$ cat src/rtl/evc_pkg.sv
// Package: shared types and constants for the dual edge event counter.
// Assumes a byte-wide register port; the control byte layout is fixed here.
package evc_pkg;

    localparam int CTRL_BITS = 4;
    localparam int POL_A_BIT = 0;
    localparam int POL_B_BIT = 1;
    localparam int CASC_BIT  = 2;
    localparam int SNAP_BIT  = 3;

    // Control byte, MSB first: snapshot, cascade, polarity B, polarity A
    typedef struct packed {
        logic snap;
        logic cascade;
        logic pol_b;
        logic pol_a;
    } evc_ctrl_t;

endpackage

$ cat src/rtl/evc_edge_det.sv
// Module: synchronizes one asynchronous input and emits a one-cycle pulse
// on the transition selected by pol_i (0 = rising, 1 = falling).
// Assumes the input is low during reset. Latency: a change seen before
// clock edge 1 produces a pulse between edges SYNC_STAGES and SYNC_STAGES+1.
module evc_edge_det #(
    parameter int SYNC_STAGES = 2
) (
    input  logic clk,
    input  logic rst_n,
    input  logic pin_i,
    input  logic pol_i,
    output logic pulse_o
);

    localparam int DEPTH = SYNC_STAGES + 1;

    logic [DEPTH-1:0] shreg;
    logic             now_lvl;
    logic             old_lvl;

    // Shift the pin through the synchronizer and one history stage
    always_ff @(posedge clk) begin
        if (!rst_n) begin
            shreg <= '0;
        end else begin
            shreg <= {shreg[DEPTH-2:0], pin_i};
        end
    end

    assign now_lvl = shreg[SYNC_STAGES-1];
    assign old_lvl = shreg[SYNC_STAGES];

    // Select rising or falling transition by polarity
    always_comb begin
        if (pol_i) begin
            pulse_o = old_lvl & ~now_lvl;
        end else begin
            pulse_o = ~old_lvl & now_lvl;
        end
    end

endmodule

$ cat src/rtl/evc_counter.sv
// Module: one W-bit event counter with per-byte preset.
// Assumes W is a multiple of 8 and that inc_i is already gated against
// register writes; a byte write takes priority over the increment.
module evc_counter #(
    parameter int W = 16
) (
    input  logic            clk,
    input  logic            rst_n,
    input  logic            inc_i,
    input  logic [W/8-1:0]  wr_sel_i,
    input  logic [7:0]      wr_data_i,
    output logic [W-1:0]    cnt_o
);

    localparam int NB = W / 8;

    logic [W-1:0] cnt_q;
    logic [W-1:0] cnt_nxt;

    // Next value: increment, then overlay any byte that is written
    always_comb begin
        cnt_nxt = cnt_q;
        if (inc_i) begin
            cnt_nxt = cnt_q + W'(1);
        end
        for (int b = 0; b < NB; b++) begin
            if (wr_sel_i[b]) begin
                cnt_nxt[b*8 +: 8] = wr_data_i;
            end
        end
    end

    // Count register
    always_ff @(posedge clk) begin
        if (!rst_n) begin
            cnt_q <= '0;
        end else begin
            cnt_q <= cnt_nxt;
        end
    end

    assign cnt_o = cnt_q;

endmodule

$ cat src/rtl/evc_regif.sv
// Module: register port for the event counter. It decodes byte writes,
// holds the control byte, takes the snapshot on a 0-to-1 write of the
// snapshot bit and muxes read data. Assumes the counter bytes follow the
// control byte at consecutive addresses, low byte of counter A first.
module evc_regif
    import evc_pkg::*;
#(
    parameter int CNT_W     = 16,
    parameter int ADDR_W    = 5,
    parameter int CTRL_ADDR = 12
) (
    input  logic                  clk,
    input  logic                  rst_n,
    input  logic                  wr_i,
    input  logic [ADDR_W-1:0]     addr_i,
    input  logic [7:0]            wdata_i,
    input  logic [2*CNT_W-1:0]    live_i,
    output evc_ctrl_t             ctrl_o,
    output logic [2*CNT_W/8-1:0]  cnt_wsel_o,
    output logic [2*CNT_W-1:0]    snap_o,
    output logic [7:0]            rdata_o
);

    localparam int NREG = 2 * CNT_W / 8;

    evc_ctrl_t          ctrl_q;
    logic [2*CNT_W-1:0] snap_q;
    logic [2*CNT_W-1:0] rd_src;
    logic               ctrl_wr;
    logic               snap_take;

    assign ctrl_wr   = wr_i && (addr_i == ADDR_W'(CTRL_ADDR));
    assign snap_take = ctrl_wr && wdata_i[SNAP_BIT] && !ctrl_q.snap;

    // Byte write strobes for the counter bytes
    always_comb begin
        for (int k = 0; k < NREG; k++) begin
            cnt_wsel_o[k] = wr_i && (addr_i == ADDR_W'(CTRL_ADDR + 1 + k));
        end
    end

    // Control byte register
    always_ff @(posedge clk) begin
        if (!rst_n) begin
            ctrl_q <= '0;
        end else if (ctrl_wr) begin
            ctrl_q <= evc_ctrl_t'(wdata_i[CTRL_BITS-1:0]);
        end
    end

    // Snapshot capture on the rising write of the snapshot bit
    always_ff @(posedge clk) begin
        if (!rst_n) begin
            snap_q <= '0;
        end else if (snap_take) begin
            snap_q <= live_i;
        end
    end

    assign rd_src = ctrl_q.snap ? snap_q : live_i;

    // Read mux over the control byte and the count bytes
    always_comb begin
        rdata_o = '0;
        if (addr_i == ADDR_W'(CTRL_ADDR)) begin
            rdata_o = {{(8 - CTRL_BITS){1'b0}}, ctrl_q};
        end
        for (int k = 0; k < NREG; k++) begin
            if (addr_i == ADDR_W'(CTRL_ADDR + 1 + k)) begin
                rdata_o = rd_src[k*8 +: 8];
            end
        end
    end

    assign ctrl_o = ctrl_q;
    assign snap_o = snap_q;

endmodule

$ cat src/rtl/evc_top.sv
// Module: dual edge event counter top. Two synchronized edge detectors feed
// two counters. In cascade mode, counter B counts carries out of counter A.
// Any register write blocks counting in its cycle, and such edges are lost.
module evc_top
    import evc_pkg::*;
#(
    parameter int CNT_W       = 16,
    parameter int ADDR_W      = 5,
    parameter int CTRL_ADDR   = 12,
    parameter int SYNC_STAGES = 2
) (
    input  logic              clk,
    input  logic              rst_n,
    input  logic              reg_wr_i,
    input  logic [ADDR_W-1:0] reg_addr_i,
    input  logic [7:0]        reg_wdata_i,
    output logic [7:0]        reg_rdata_o,
    input  logic              evt_a_i,
    input  logic              evt_b_i
);

    localparam int NB = CNT_W / 8;

    evc_ctrl_t           ctrl;
    logic [1:0]          pins;
    logic [1:0]          pols;
    logic [1:0]          pulse;
    logic [1:0]          inc;
    logic [2*NB-1:0]     wsel;
    logic [CNT_W-1:0]    cnt_arr [2];
    logic [CNT_W-1:0]    cnt_a;
    logic [CNT_W-1:0]    cnt_b;
    logic [2*CNT_W-1:0]  snap_word;
    logic                inc_a;
    logic                inc_b;
    logic                carry_a;
    logic                ctrl_rc;
    logic                ctrl_casc;

    assign pins = {evt_b_i, evt_a_i};
    assign pols = {ctrl.pol_b, ctrl.pol_a};

    // One detector and one counter per channel
    for (genvar ch = 0; ch < 2; ch++) begin : g_chan
        evc_edge_det #(
            .SYNC_STAGES (SYNC_STAGES)
        ) u_edge (
            .clk     (clk),
            .rst_n   (rst_n),
            .pin_i   (pins[ch]),
            .pol_i   (pols[ch]),
            .pulse_o (pulse[ch])
        );

        evc_counter #(
            .W (CNT_W)
        ) u_cnt (
            .clk       (clk),
            .rst_n     (rst_n),
            .inc_i     (inc[ch]),
            .wr_sel_i  (wsel[ch*NB +: NB]),
            .wr_data_i (reg_wdata_i),
            .cnt_o     (cnt_arr[ch])
        );
    end

    assign cnt_a = cnt_arr[0];
    assign cnt_b = cnt_arr[1];

    // Increment steering: write blocking and cascade carry
    always_comb begin
        inc_a   = pulse[0] && !reg_wr_i;
        carry_a = inc_a && (cnt_a == {CNT_W{1'b1}});
        inc_b   = ctrl.cascade ? carry_a : (pulse[1] && !reg_wr_i);
    end

    assign inc       = {inc_b, inc_a};
    assign ctrl_rc   = ctrl.snap;
    assign ctrl_casc = ctrl.cascade;

    evc_regif #(
        .CNT_W     (CNT_W),
        .ADDR_W    (ADDR_W),
        .CTRL_ADDR (CTRL_ADDR)
    ) u_regif (
        .clk        (clk),
        .rst_n      (rst_n),
        .wr_i       (reg_wr_i),
        .addr_i     (reg_addr_i),
        .wdata_i    (reg_wdata_i),
        .live_i     ({cnt_b, cnt_a}),
        .ctrl_o     (ctrl),
        .cnt_wsel_o (wsel),
        .snap_o     (snap_word),
        .rdata_o    (reg_rdata_o)
    );

endmodule

$ cat config.mk
export PLATFORM = sky130hd
export DESIGN_NAME = evc_top
export DESIGN_NICKNAME = d
export VERILOG_FILES = /design/src/rtl/evc_pkg.sv /design/src/rtl/evc_edge_det.sv /design/src/rtl/evc_counter.sv /design/src/rtl/evc_regif.sv /design/src/rtl/evc_top.sv
export SDC_FILE = /design/constraint.sdc
export NUM_CORES = 1
export LEC_CHECK = 0
export ABC_CLOCK_PERIOD_IN_PS = 2700
export BUFFER_PORTS_ARGS = -buffer_cell sky130_fd_sc_hd__buf_2
export CAP_MARGIN = 25
export CORE_UTILIZATION = 40
export DETAILED_ROUTE_END_ITERATION = 12
export GPL_TIMING_DRIVEN = 0
export PLACE_DENSITY = 0.69
export SLEW_MARGIN = 20
export SYNTH_ARGS = -nofsm -noshare
export SYNTH_HDL_FRONTEND = slang
export SYNTH_SLANG_ARGS = --single-unit
$ cat constraint.sdc
create_clock -name clk -period 2.7 [get_ports clk]
set_input_delay 0.135 -clock clk [delete_from_list [all_inputs] [get_ports clk]]
set_output_delay 0.135 -clock clk [all_outputs]
set_load 0.01 [all_outputs]
After elaboration in Yosys (flattened, before gate mapping)
Cells that the tools add are included.
{"block": "totals", "register_bits": 74, "latch_bits": 0, "ram_bits": 0, "rom_bits": 0, "input_bits": 18, "output_inout_bits": 8, "word_cells": 58, "mem_count": 0}
{"block": "op_classes", "addsub": 2, "n_mul": 0, "div": 0, "n_lt_le_gt_ge": 0, "eq_ne": 6, "n_shift": 0, "n_mux": 15, "bitwise": 8, "reduce_logical": 16}
{"cell": "8-bit 2-to-1 mux", "count": 8}
{"cell": "16-bit by 1-bit adder with 16-bit output (second input constant)", "count": 2}
{"cell": "16-bit 2-to-1 mux", "count": 2}
{"cell": "32-bit 2-to-1 mux", "count": 1}
{"cell": "5-bit by 4-bit equality test with 1-bit output (second input constant)", "count": 4}
{"cell": "16-bit equality test (second input constant)", "count": 1}
{"cell": "1-bit logical AND", "count": 10}
{"cell": "2-bit nonzero test", "count": 4}
{"cell": "5-bit equality test (second input constant)", "count": 1}
{"cell": "1-bit bitwise AND", "count": 4}
{"cell": "4-bit 2-to-1 mux", "count": 1}
{"cell": "1-bit inverter", "count": 4}
{"cell": "1-bit 2-to-1 mux", "count": 3}
{"cell": "1-bit zero test", "count": 2}

Depth between registers and ports, before layout
Gate-level depths: netlist of run 1.
{"block": "logic_depth", "depth_word": 8, "mapped_depth": 8, "depth_no_buf": 6}

By module
From an unflattened synthesis of run 1, not the netlist that was laid out.
{"block": "unflattened", "hier_cells": 448, "area_unflattened_um2": 4150.2}
{"module": "evc_regif", "n_inst": 1, "cells_each": 211, "area_per_inst_um2": 2047.0, "seq_area_each_um2": 720.7}
{"module": "evc_counter", "n_inst": 2, "cells_each": 105, "area_per_inst_um2": 920.9, "seq_area_each_um2": 320.3}
{"module": "evc_edge_det", "n_inst": 2, "cells_each": 9, "area_per_inst_um2": 101.3, "seq_area_each_um2": 60.1}
{"module": "evc_top", "n_inst": 1, "cells_each": 9, "area_per_inst_um2": 58.8, "seq_area_each_um2": 0.0}

Worst setup path after synthesis of run 1
No wires, ideal clock.
{"block": "synth_timing", "kind": "register to register", "from": "register u_regif.ctrl_q (netlist bit u_regif.ctrl_o[0])", "to": "register g_chan[1].u_cnt.cnt_q[10]", "setup_ns": 0.074, "arrival_ns": 1.991, "required_time_ns": 2.626, "path_slack_ns": 0.635, "stages_incl_launch_ff": 7, "path_buffers": 1, "period_less_slack_ns": 2.065, "path_cell_list": "dfxtp_1 > or3b_4 > a211oi_4 > a31oi_2 > buf_6 > or4_1 > a31oi_1"}
{"block": "synth_between", "elab_chain_cells": 5}
{"element": "from (decl)", "line_no": "evc_regif.sv:26", "rtl": "evc_ctrl_t ctrl_q;"}
{"element": "from (signal assigned)", "line_no": "evc_regif.sv:47", "rtl": "ctrl_q <= evc_ctrl_t'(wdata_i[CTRL_BITS-1:0]);"}
{"element": "1-bit 2-to-1 mux", "line_no": "evc_edge_det.sv:35", "rtl": "if (pol_i) begin"}
{"element": "1-bit logical AND", "line_no": "evc_top.sv:72", "rtl": "inc_a = pulse[0] && !reg_wr_i;"}
{"element": "1-bit logical AND", "line_no": "evc_top.sv:73", "rtl": "carry_a = inc_a && (cnt_a == {CNT_W{1'b1}});"}
{"element": "1-bit 2-to-1 mux", "line_no": "evc_top.sv:74", "rtl": "inc_b = ctrl.cascade ? carry_a : (pulse[1] && !reg_wr_i);"}
{"element": "2-bit nonzero test (no line)"}
{"element": "to (signal assigned)", "line_no": "evc_counter.sv:38", "rtl": "cnt_q <= cnt_nxt;"}
{"element": "to (decl)", "line_no": "evc_counter.sv:17", "rtl": "logic [W-1:0] cnt_q;"}
No other way between the ends.
A chain may end at the register's enable or synchronous reset.

Final worst setup path of run 1
{"block": "layout_timing", "from": "register u_regif.ctrl_q (netlist bit u_regif.ctrl_o[3])", "to": "output reg_rdata_o[3]"}
{"block": "layout_between", "elab_chain_cells": 5, "word_cells_on_any_way": 6, "cone_classes": "6 x mux"}
{"element": "4-bit 2-to-1 mux or 32-bit 2-to-1 mux (tied branches)", "line_no": "evc_regif.sv:65, evc_regif.sv:60"}
{"element": "8-bit 2-to-1 mux (3 in series)", "line_no": "evc_regif.sv:69", "rtl": "if (addr_i == ADDR_W'(CTRL_ADDR + 1 + k)) begin"}
{"element": "8-bit 2-to-1 mux *", "line_no": "evc_regif.sv:69"}
{"element": "to (decl)", "line_no": "evc_top.sv:17", "rtl": "output logic [7:0] reg_rdata_o,"}
Mark *: on every way between the ends. The rest lies on a longest branch, timed or not.

==> results of run 1 <==
-- worst max-delay path: cells and delay by family (launching register included) --
kind / cells / cell delay [ps]
AO/OA/AOI/OAI: 3 / 460
flip-flops: 1 / 660
buffers and inverters: 3 / 880
-- sequential cells by signal, summed over array words and instances, names as in the netlist --
register,count
g_chan.u_cnt.cnt_o,32
u_regif.ctrl_o,4
g_chan.u_edge.shreg,6
u_regif.snap_o,32
-- per-stage QoR --
step / setup WS, ps / hold slack [ps]
after floorplan: 635 / 262
after global placement: 184 / 338
after detailed placement: 161 / 352
after CTS: 34.5 / 1.36
after global routing: 41.4 / 6.33
final: 214 / 1.32
-- placed cells by master (no fill, tap or decap), types with 8 or more instances in the layout --
cell	count
o22ai_1	9
clkbuf_8	11
a31oi_1	11
a21oi_1	56
nor2_1	27
a22oi_1	9
nand3_1	16
nor3_1	12
buf_2	26
nand2_1	85
clkbuf_1	28
mux2i_1	11
dfxtp_1	74
mux4_2	8
a211oi_1	13
o21ai_0	29
-- final timing paths --
| check | startpoint | endpoint | slack, ps | cells after the start |
|---|---|---|---|---|
| setup / recovery | u_regif.ctrl_o[3] | reg_rdata_o[3] | 210 | 6 |
| hold / removal | evt_a_i | g_chan[0].u_edge.shreg[0] | 1 | 2 |
| setup reg to reg | g_chan[0].u_cnt.cnt_o[0] | g_chan[1].u_cnt.cnt_o[10] | 300 | 8 |
| hold reg to reg | g_chan[0].u_edge.shreg[0] | g_chan[0].u_edge.shreg[1] | 450 | 1 |
-- metal layers --
layer / routed length [µm] / up-vias / global-route usage
met3: 839 / 34 / 0.0446
met1: 5120 / 1821 / 0.325
met5: 0 / - / 0
li1: - / 1827 / -
met2: 5460 / 164 / 0.393
met4: 344 / 0 / 0.114
-- layout make-up --
| type | count | area [µm²] | share of cell area |
|---|---|---|---|
| sequential | 74 | 1480 | 0.341 |
| timing repair buffer | 24 | 128 | 0.0294 |
| clock buffer | 14 | 163 | 0.0375 |
| clock inverter | 2 | 35.0 | 0.00807 |
| buffer | 32 | 133 | 0.0305 |
| tap | 129 | 161 | 0.0372 |
| multi-input combinational | 366 | 2210 | 0.509 |
| inverter | 8 | 30.0 | 0.00692 |
-- what timing repair did --
action | 4_1_cts | 5_1_grt
gates resized for setup | 1 | 0
pin swaps | 0 | 1
endpoints found under the hold margin | 1 | 0
hold buffers | 1 | 0
setup buffers | 0 | 1
setup endpoints to repair | 8 | 11
-- report_power, final --
| group | switching (mW) | internal [mW] | total (mW) | leakage (nW) |
|---|---|---|---|---|
| clock | 0.406 | 0.478 | 0.884 | 0.101 |
| combinational | 0.0893 | 0.0438 | 0.133 | 0.595 |
| sequential | 0.0161 | 1.10 | 1.12 | 0.598 |
-- cell families (layout without fill, tap and decap cells) --
family | Yosys count | in the layout | synth area share
xor gates and xnor gates | 6 | 6 | 0.0136
buffers and inverters | 41 | 80 | 0.0428
muxes | 24 | 24 | 0.0898
and+or+nand+nor | 193 | 193 | 0.244
adders and majority gates | 2 | 2 | 0.00649
DFF | 74 | 74 | 0.384
AOI/OAI and AO/OA | 141 | 141 | 0.220
==> reports/results.txt, run 1 <==
Detail Placement HPWL - 8.62 mm
Leakage - 1.29 nW
antenna violations before repair - 0
Peak Freq - 0.402 GHz
via count - 3846
crit path time final - 2490 ps
CTS Sinks - 74
max-slew violation count - 0
number of flops mapped to enable cells by yosys - 0
Pwr per Cell Area - 492 nW/µm²
Synth Instances - 481
share of post-route cells with drive strength above 1 - 0.117
FP Rows - 35
Syn Nets - 501
Synth top cells by count - 85 x nand2_1, 74 x dfxtp_1, 56 x a21oi_1, 29 x o21ai_0, 27 x nor2_1
final worst-path cycle share - 0.921
via count of the first global-routing pass - 3571
filler cell count - 947
Max clock buf depth - 2
Least-Margin Pin Slew - 620 ps
register area share after synthesis - 0.384
final setup skew - 7.48 ps
slew margin rel. - 0.585
diode count - 0
# setup viols final - 0
syn avg cell area - 8.02 µm²
GRT Overall Usage - 0.247
CP arrival - 2350 ps
die area - 10000 µm²
total CTS buffers - 9
Clock Latency Late Sink - 350 ps
Initial Util - 0.415
CP peak stage delay - 660 ps
Critical Path Start Type - flip-flop
overall power - 2.13 mW
routed vias/inst - 5.93
final non-filler cell total - 649
cell repeated most along the worst path - buf_2
max cap viols - 0
Worst Setup Path Type - flip-flop to output pin
yosys warns - 0
Port Buffer Count - 22
total gr overflow - 0
top-level port count - 26
status - completed
GPL Wtd Cong - 0.889
slowest cell on the critical path - dfxtp_1
Critical Path End Type - output pin
Final Cell Area - 4340 µm²
top-area cell type share of the netlist area - 0.384
Post-Syn Area - 3860 µm²
Worst-path clk slew - 70 ps
post-synth top area cell - dfxtp_1
CTS tree - done
Distinct cells, synth - 54
RSZ-0062 raised after global routing - false
placed inst area - 4130 µm²
Inst Count DP - 632
global-route wire length before repair - 18.9 mm
Starting DRT DRC Count - 324
die width - 100 µm
top-count cell post-synth - nand2_1
final hold violations - 0
Syn-to-layout area delta - 12.6%
wire per inst - 18.1 µm
detailed-route wire length - 11.8 mm
die height - 100 µm
H-tree lvl count - 3
setup TNS - 0 ps
drt pass-1 iters - 5
Async SR Flop Fraction - 0
type of the worst min-delay path - input pin to flip-flop
top cells by area, synth - dfxtp_1 38%, nand2_1 8.3%, a21oi_1 7.3%
critical-path cell list - buf_2 -> buf_2 -> a311oi_1 -> a21oi_1 -> o22ai_1 -> buf_2
Root Buffer Master - clkbuf_8
NumNets Final - 535
Primary FF master, synth - dfxtp_1
Core Box Area - 9280 µm²
DRC errors left - 0
maximum vdd drop - 0.231 mV
largest net degree at the start of global routing - 12
Crit Path Max Fanout - 10
Final Util - 0.468
Seq cells post-synth - 74
post-route ant nets - 0
worst endpoint required time - 2570 ps
Note: power is estimated with default switching activity, not from simulation.
==> run 2: changes to the inputs <==
--- a/config.mk
+++ b/config.mk
@@ -6,7 +6,7 @@
 export NUM_CORES = 1
 export LEC_CHECK = 0
 export ABC_CLOCK_PERIOD_IN_PS = 2700
-export BUFFER_PORTS_ARGS = -buffer_cell sky130_fd_sc_hd__buf_2
+export BUFFER_PORTS_ARGS = -buffer_cell sky130_fd_sc_hd__buf_4
 export CAP_MARGIN = 25
 export CORE_UTILIZATION = 40
 export DETAILED_ROUTE_END_ITERATION = 12
==> run 2 against run 1 <==
Net effect: setup slack got worse by 9.2 ps; wire length increased by 1.1%; combinational power increased by 5%; fmax decreased by 0.37%; clock skew increased by 8.8 ps; global-route usage increased by 0.61 points; die area unchanged; sequential share of layout area decreased by 0.84 points; power increased by 9.0%; critical path type unchanged; largest cell class unchanged; highest routed layer unchanged.
==> reports/results.txt, run 2 (synthesis gave the netlist of run 1 again) <==
detailed-route wire length - 11.9 mm (+1.1%)
drt pass-1 iters - 5 (unchanged)
die height - 100 µm (unchanged)
global-route wire length before repair - 19.2 mm (+1.9%)
reg2reg path depth - 8 (unchanged)
Worst Setup Path Type - flip-flop to output pin
M1 GR Usage - 0.332 (+0.00768)
Peak Freq - 0.401 GHz (-0.37%)
antenna violations before repair - 0 (unchanged)
Int Pwr - 1.77 mW (+9.0%)
placed inst area - 4180 µm² (+1.3%)
top-level port count - 26 (unchanged)
total CTS buffers - 9 (unchanged)
Critical Path Start Type - flip-flop
R2R Setup Slk - 330 ps (+30 ps)
Crit Path Max Fanout - 10 (unchanged)
GRT Max-Usage Layer - met2
critical-path cell list - buf_2 -> buf_2 -> a311oi_1 -> a21oi_1 -> o22ai_1 -> buf_4
Initial Util - 0.415 (unchanged)
commonest non-fill, non-tap cell in the layout - nand2_1
CP peak stage delay - 670 ps (about the same)
share of post-route cells with drive strength above 1 - 0.121 (+0.00361)
Worst-path clk slew - 90 ps (+20 ps)
CP arrival - 2360 ps (about the same)
FP Rows - 35 (unchanged)
clock share of power - 0.460 (+0.046)
Pwr per Cell Area - 523 nW/µm² (+6.3%)
Clock Latency Late Sink - 370 ps (+20 ps)
slowest cell on the critical path - dfxtp_1
worst path bufs/invs - 3 (unchanged)
Port Buffer Count - 22 (unchanged)
cell repeated most along the worst path - buf_2
CTS tree - done
Hold Path End - g_chan[0].u_cnt.cnt_o[7]
Seq pwr share - 0.480 (-0.043)
# setup viols final - 0 (unchanged)
worst endpoint required time - 2570 ps (about the same)
type of the worst min-delay path - input pin to flip-flop
Worst Hold Path Cells - 3 (+1)
most frequent cells in the layout - 85 x nand2_1, 74 x dfxtp_1, 56 x a21oi_1
largest net degree at the start of global routing - 14 (+2)
logic gate share of total power - 0.060 (-0.002)
maximum vdd drop - 0.292 mV (+26%)
final hold violations - 0 (unchanged)
Core Box Area - 9280 µm² (unchanged)
routed vias/inst - 6.06 (+2.2%)
NumNets Final - 536 (+0.19%)
CP delay by family, top - buffers and inverters
GRT Overall Usage - 0.253 (+0.00609)
RSZ-0062 raised after global routing - false
slew margin rel. - 0.612 (+0.0261)
met3 GRT Util - 0.0487 (+0.00418)
post-route ant nets - 0 (unchanged)
crit path time final - 2500 ps (+9.23 ps)
GPL Wtd Cong - 0.868 (-2.4%)
total gr overflow - 0 (unchanged)
R2R Path End - g_chan[1].u_cnt.cnt_o[13]
diode count - 0 (unchanged)
wire per inst - 18.3 µm (+0.92%)
final setup skew - 16.3 ps (+8.84 ps)
Max clock buf depth - 2 (unchanged)
die area - 10000 µm² (unchanged)
Leakage - 1.32 nW (+2.4%)
via count of the first global-routing pass - 3654 (+2.3%)
Critical Path End Type - output pin
max cap viols - 0 (unchanged)
via count - 3938 (+2.4%)
Root Buffer Master - clkbuf_8
Worst Min Path Start - reg_wdata_i[7]
die width - 100 µm (unchanged)
P_sw - 0.557 mW (+9.0%)
final worst-path cycle share - 0.924 (+0.00342)
status - completed
setup TNS - 0 ps (unchanged)
Detail Placement HPWL - 8.69 mm (+0.81%)
H-tree lvl count - 3 (unchanged)
CTS Sinks - 74 (unchanged)
sw frac - 0.240 (about the same)
Reg2Reg Launch Point - g_chan[0].u_cnt.cnt_o[0]
grt met2 use - 0.400 (+0.00738)
max-slew violation count - 0 (unchanged)
Least-Margin Pin Slew - 583 ps (-36.9 ps)
Final Cell Area - 4450 µm² (+2.5%)
DRC errors left - 0 (unchanged)
Syn-to-layout area delta - 15.4%
Starting DRT DRC Count - 287 (-11%)
Final Util - 0.480 (+0.0119)
-- run 2: worst max path at each step --
stage / from / endpoint / slack (ps) / cells after the start
2_1_floorplan: u_regif.ctrl_o[0] / g_chan[1].u_cnt.cnt_o[10] / 630 / 6
3_3_place_gp: g_chan[0].u_cnt.cnt_o[0] / g_chan[1].u_cnt.cnt_o[10] / 200 / 8
3_5_place_dp: g_chan[0].u_cnt.cnt_o[0] / g_chan[1].u_cnt.cnt_o[13] / 160 / 8
4_1_cts: g_chan[0].u_cnt.cnt_o[0] / g_chan[1].u_cnt.cnt_o[13] / 110 / 8
5_1_grt: u_regif.ctrl_o[3] / reg_rdata_o[3] / 20 / 6
6_report: u_regif.ctrl_o[3] / reg_rdata_o[3] / 200 / 6
-- run 2: final cells by class --
cell class	count	area, µm²
plain buffers	32	133
well taps	129	161
flip-flops and latches	74	1480
clock buffers	10	128
repair buffers	25	193
multi-input cells	366	2210
fillers	953	4830
clock inverters	6	115
inverters	8	30.0
-- run 2: routing by layer --
layer	part of all wire	vias to the layer above
met4	0.026	0
met3	0.087	23
met2	0.47	197
met5	0	-
li1	-	1836
met1	0.41	1882
-- run 2: worst min-delay path, cell delays in order --
cell and delay, ps:
buf_4 140, nand2_1 60, a21oi_1 50
-- run 2: what timing repair did --
item | in CTS | in global routing
gates resized for setup | 1 | 0
setup endpoints to repair | 8 | 3
hold buffers | 2 | 0
hold endpoints to repair | 2 | 0
pin swaps | 0 | 1
setup buffers | 0 | 1
-- run 2: through the flow --
stage	hold slack [ps]	total power [mW]	setup slack (ps)	instances
2_1_floorplan	262	1.21	635	481
3_3_place_gp	341	1.27	197	632
3_5_place_dp	348	1.28	155	632
4_1_cts	45.9	2.34	110	649
5_1_grt	79.0	2.40	16.3	650
6_report	51.9	2.33	205	650
-- run 2: power by group through the flow --
stage	Clock, mW	Sequential (mW)	Combinational, mW
global route	1.13	1.12	0.151
detailed placement	0	1.14	0.135
finish	1.07	1.12	0.140
global placement	0	1.14	0.133
CTS	1.08	1.12	0.137
floorplan	0	1.13	0.0778
==> run 3: changes to the inputs <==
==> constraint.sdc (replaced) <==
create_clock -name clk -period 2.7 [get_ports clk]
set_input_delay 0.27 -clock clk [delete_from_list [all_inputs] [get_ports clk]]
set_output_delay 0.27 -clock clk [all_outputs]
set_load 0.01 [all_outputs]
==> run 3 against run 2 <==
Net effect: clock power about the same; register-to-register slack about the same; combinational power about the same; critical path depth unchanged; design area decreased by 0.42%; fmax increased by 2.5%; non-clock buffer count decreased by 2; flip-flop and latch count unchanged; via count decreased by 1.1%; critical path type unchanged; highest routed layer unchanged.
==> reports/results.txt, run 3 (synthesis gave the netlist of run 1 again) <==
via count of the first global-routing pass - 3649 (-0.14%)
Pwr per Cell Area - 524 nW/µm² (+0.24%)
H-tree lvl count - 3 (unchanged)
Initial Util - 0.415 (unchanged)
Max clock buf depth - 2 (unchanged)
Leakage - 1.32 nW (-0.59%)
maximum vdd drop - 0.292 mV (about the same)
# setup viols final - 0 (unchanged)
reg2reg path depth - 8 (unchanged)
Critical Path Start Type - flip-flop
Int Pwr - 1.77 mW (-0.11%)
antenna violations before repair - 0 (unchanged)
CP peak stage delay - 510 ps (-160 ps)
final worst-path cycle share - 0.901 (-0.0229)
CTS tree - done
Core Box Area - 9280 µm² (unchanged)
most frequent cells in the layout - 85 x nand2_1, 73 x dfxtp_1, 56 x a21oi_1
share of post-route cells with drive strength above 1 - 0.123 (+0.00239)
logic gate share of total power - 0.059 (about the same)
FP Rows - 35 (unchanged)
post-route ant nets - 0 (unchanged)
max-slew violation count - 0 (unchanged)
RSZ-0062 raised after global routing - false
GPL Wtd Cong - 0.868 (unchanged)
Worst Setup Path Type - flip-flop to output pin
P_sw - 0.555 mW (-0.42%)
Syn-to-layout area delta - 14.9%
global-route wire length before repair - 19.2 mm (-0.29%)
cell repeated most along the worst path - buf_2
die area - 10000 µm² (unchanged)
slowest cell on the critical path - dfxtp_2
Worst-path clk slew - 80 ps (about the same)
detailed-route wire length - 11.9 mm (about the same)
worst path bufs/invs - 3 (unchanged)
commonest non-fill, non-tap cell in the layout - nand2_1
Critical Path Stages - 6 (unchanged)
DRC errors left - 0 (unchanged)
Clock Latency Late Sink - 370 ps (about the same)
Critical Path End Type - output pin
die height - 100 µm (unchanged)
Final Cell Area - 4430 µm² (-0.42%)
Detail Placement HPWL - 8.69 mm (unchanged)
die width - 100 µm (unchanged)
critical-path cell list - buf_2 -> buf_2 -> a311oi_1 -> a21oi_1 -> o22ai_1 -> buf_4
Worst Hold Path Cells - 2 (-1)
Crit Path Max Fanout - 10 (unchanged)
top-level port count - 26 (unchanged)
type of the worst min-delay path - input pin to flip-flop
clock share of power - 0.460 (about the same)
drt pass-1 iters - 5 (unchanged)
CTS Sinks - 74 (unchanged)
Multi-input gate area - 2210 µm² (unchanged)
CP delay by family, top - buffers and inverters
via count - 3893 (-1.1%)
Port Buffer Count - 22 (unchanged)
slew margin rel. - 0.602 (-0.00947)
filler cell count - 954 (+0.10%)
register area - 1480 µm² (about the same)
CP arrival - 2160 ps (-200 ps)
final hold violations - 0 (unchanged)
largest net degree at the start of global routing - 14 (unchanged)
status - completed
placed inst area - 4180 µm² (unchanged)
total CTS buffers - 9 (unchanged)
Root Buffer Master - clkbuf_8
max cap viols - 0 (unchanged)
total gr overflow - 0 (unchanged)
Peak Freq - 0.411 GHz (+2.5%)
Least-Margin Pin Slew - 597 ps (+14.2 ps)
sw frac - 0.239 (-0.000560)
routed vias/inst - 6.01 (-0.84%)
setup TNS - 0 ps (unchanged)
GRT Overall Usage - 0.252 (-0.000891)
Seq pwr share - 0.481 (about the same)
crit path time final - 2430 ps (-61.9 ps)
worst endpoint required time - 2430 ps (-140 ps)
NumNets Final - 534 (-0.37%)
diode count - 0 (unchanged)
wire per inst - 18.3 µm (+0.29%)
final setup skew - 13.5 ps (-2.78 ps)
Starting DRT DRC Count - 306 (+6.6%)
CTS Hold Bufs - 0 (-2)
run 3: cell count changes in the layout (fill, tap and decap cells not counted), sizes merged:
cell,change
dlygate4sd3,-2
run 3: worst reg2reg max path, stage by stage (launching register included):
cell and delay [ps]:
dfxtp_1 520, ha_1 220, nand3_1 200, a211oi_4 280, a31oi_2 180, buf_6 180, clkbuf_1 220, nor4_1 350
nor3_1 90
run 3: path summary, 6_finish.rpt:
check / from / slack [ps] / to
worst max-delay path: u_regif.ctrl_o[3] / 270 / reg_rdata_o[3]
worst max register to register: g_chan[0].u_cnt.cnt_o[0] / 330 / g_chan[1].u_cnt.cnt_o[13]
worst min register to register: g_chan[1].u_edge.shreg[0] / 430 / g_chan[1].u_edge.shreg[1]
worst min-delay path: evt_a_i / 110 / g_chan[0].u_edge.shreg[0]
run 3: repair_timing:
item | in CTS | in global routing
hold endpoints to repair | 0 | 0
pin swaps | 0 | 1
resized for setup | 1 | 1
setup endpoints to repair | 8 | 9
buffers inserted | 0 | 1
run 3: layout make-up:
class | instances | share of cell area
plain buffers | 32 | 0.0299
clock buffers | 10 | 0.0288
clock inverters | 6 | 0.0260
inverters | 8 | 0.00677
multi-input cells | 366 | 0.499
flip-flops and latches | 74 | 0.334
well taps | 129 | 0.0364
repair buffers | 23 | 0.0390
run 3: layer usage:
| metal | up-vias | wire [µm] | global-route usage | share of wire |
|---|---|---|---|---|
| met1 | 1869 | 5110 | 0.331 | 0.43 |
| met4 | 0 | 357 | 0.117 | 0.030 |
| met2 | 164 | 5540 | 0.399 | 0.47 |
| met3 | 27 | 870 | 0.0487 | 0.073 |
| met5 | - | 0 | 0 | 0 |
| li1 | 1833 | - | - | - |
run 3: metrics by stage:
| stage | total power [mW] | util | hold slack [ps] | cells | setup WS [ps] |
|---|---|---|---|---|---|
| global route | 2.40 | 0.477 | 108 | 648 | 115 |
| floorplan | 1.21 | - | 397 | 481 | 635 |
| global placement | 1.27 | 0.451 | 414 | 632 | 85.8 |
| detailed placement | 1.28 | 0.451 | 423 | 632 | 58.5 |
| finish | 2.32 | 0.477 | 109 | 648 | 266 |
| CTS | 2.33 | 0.477 | 97.7 | 647 | 37.7 |
run 3: power by group through the flow:
stage	Clock (mW)	Sequential, mW	Combinational (mW)
2_1_floorplan	0	1.13	0.0778
3_3_place_gp	0	1.14	0.133
3_5_place_dp	0	1.14	0.135
4_1_cts	1.08	1.12	0.135
5_1_grt	1.13	1.12	0.148
6_report	1.07	1.12	0.138
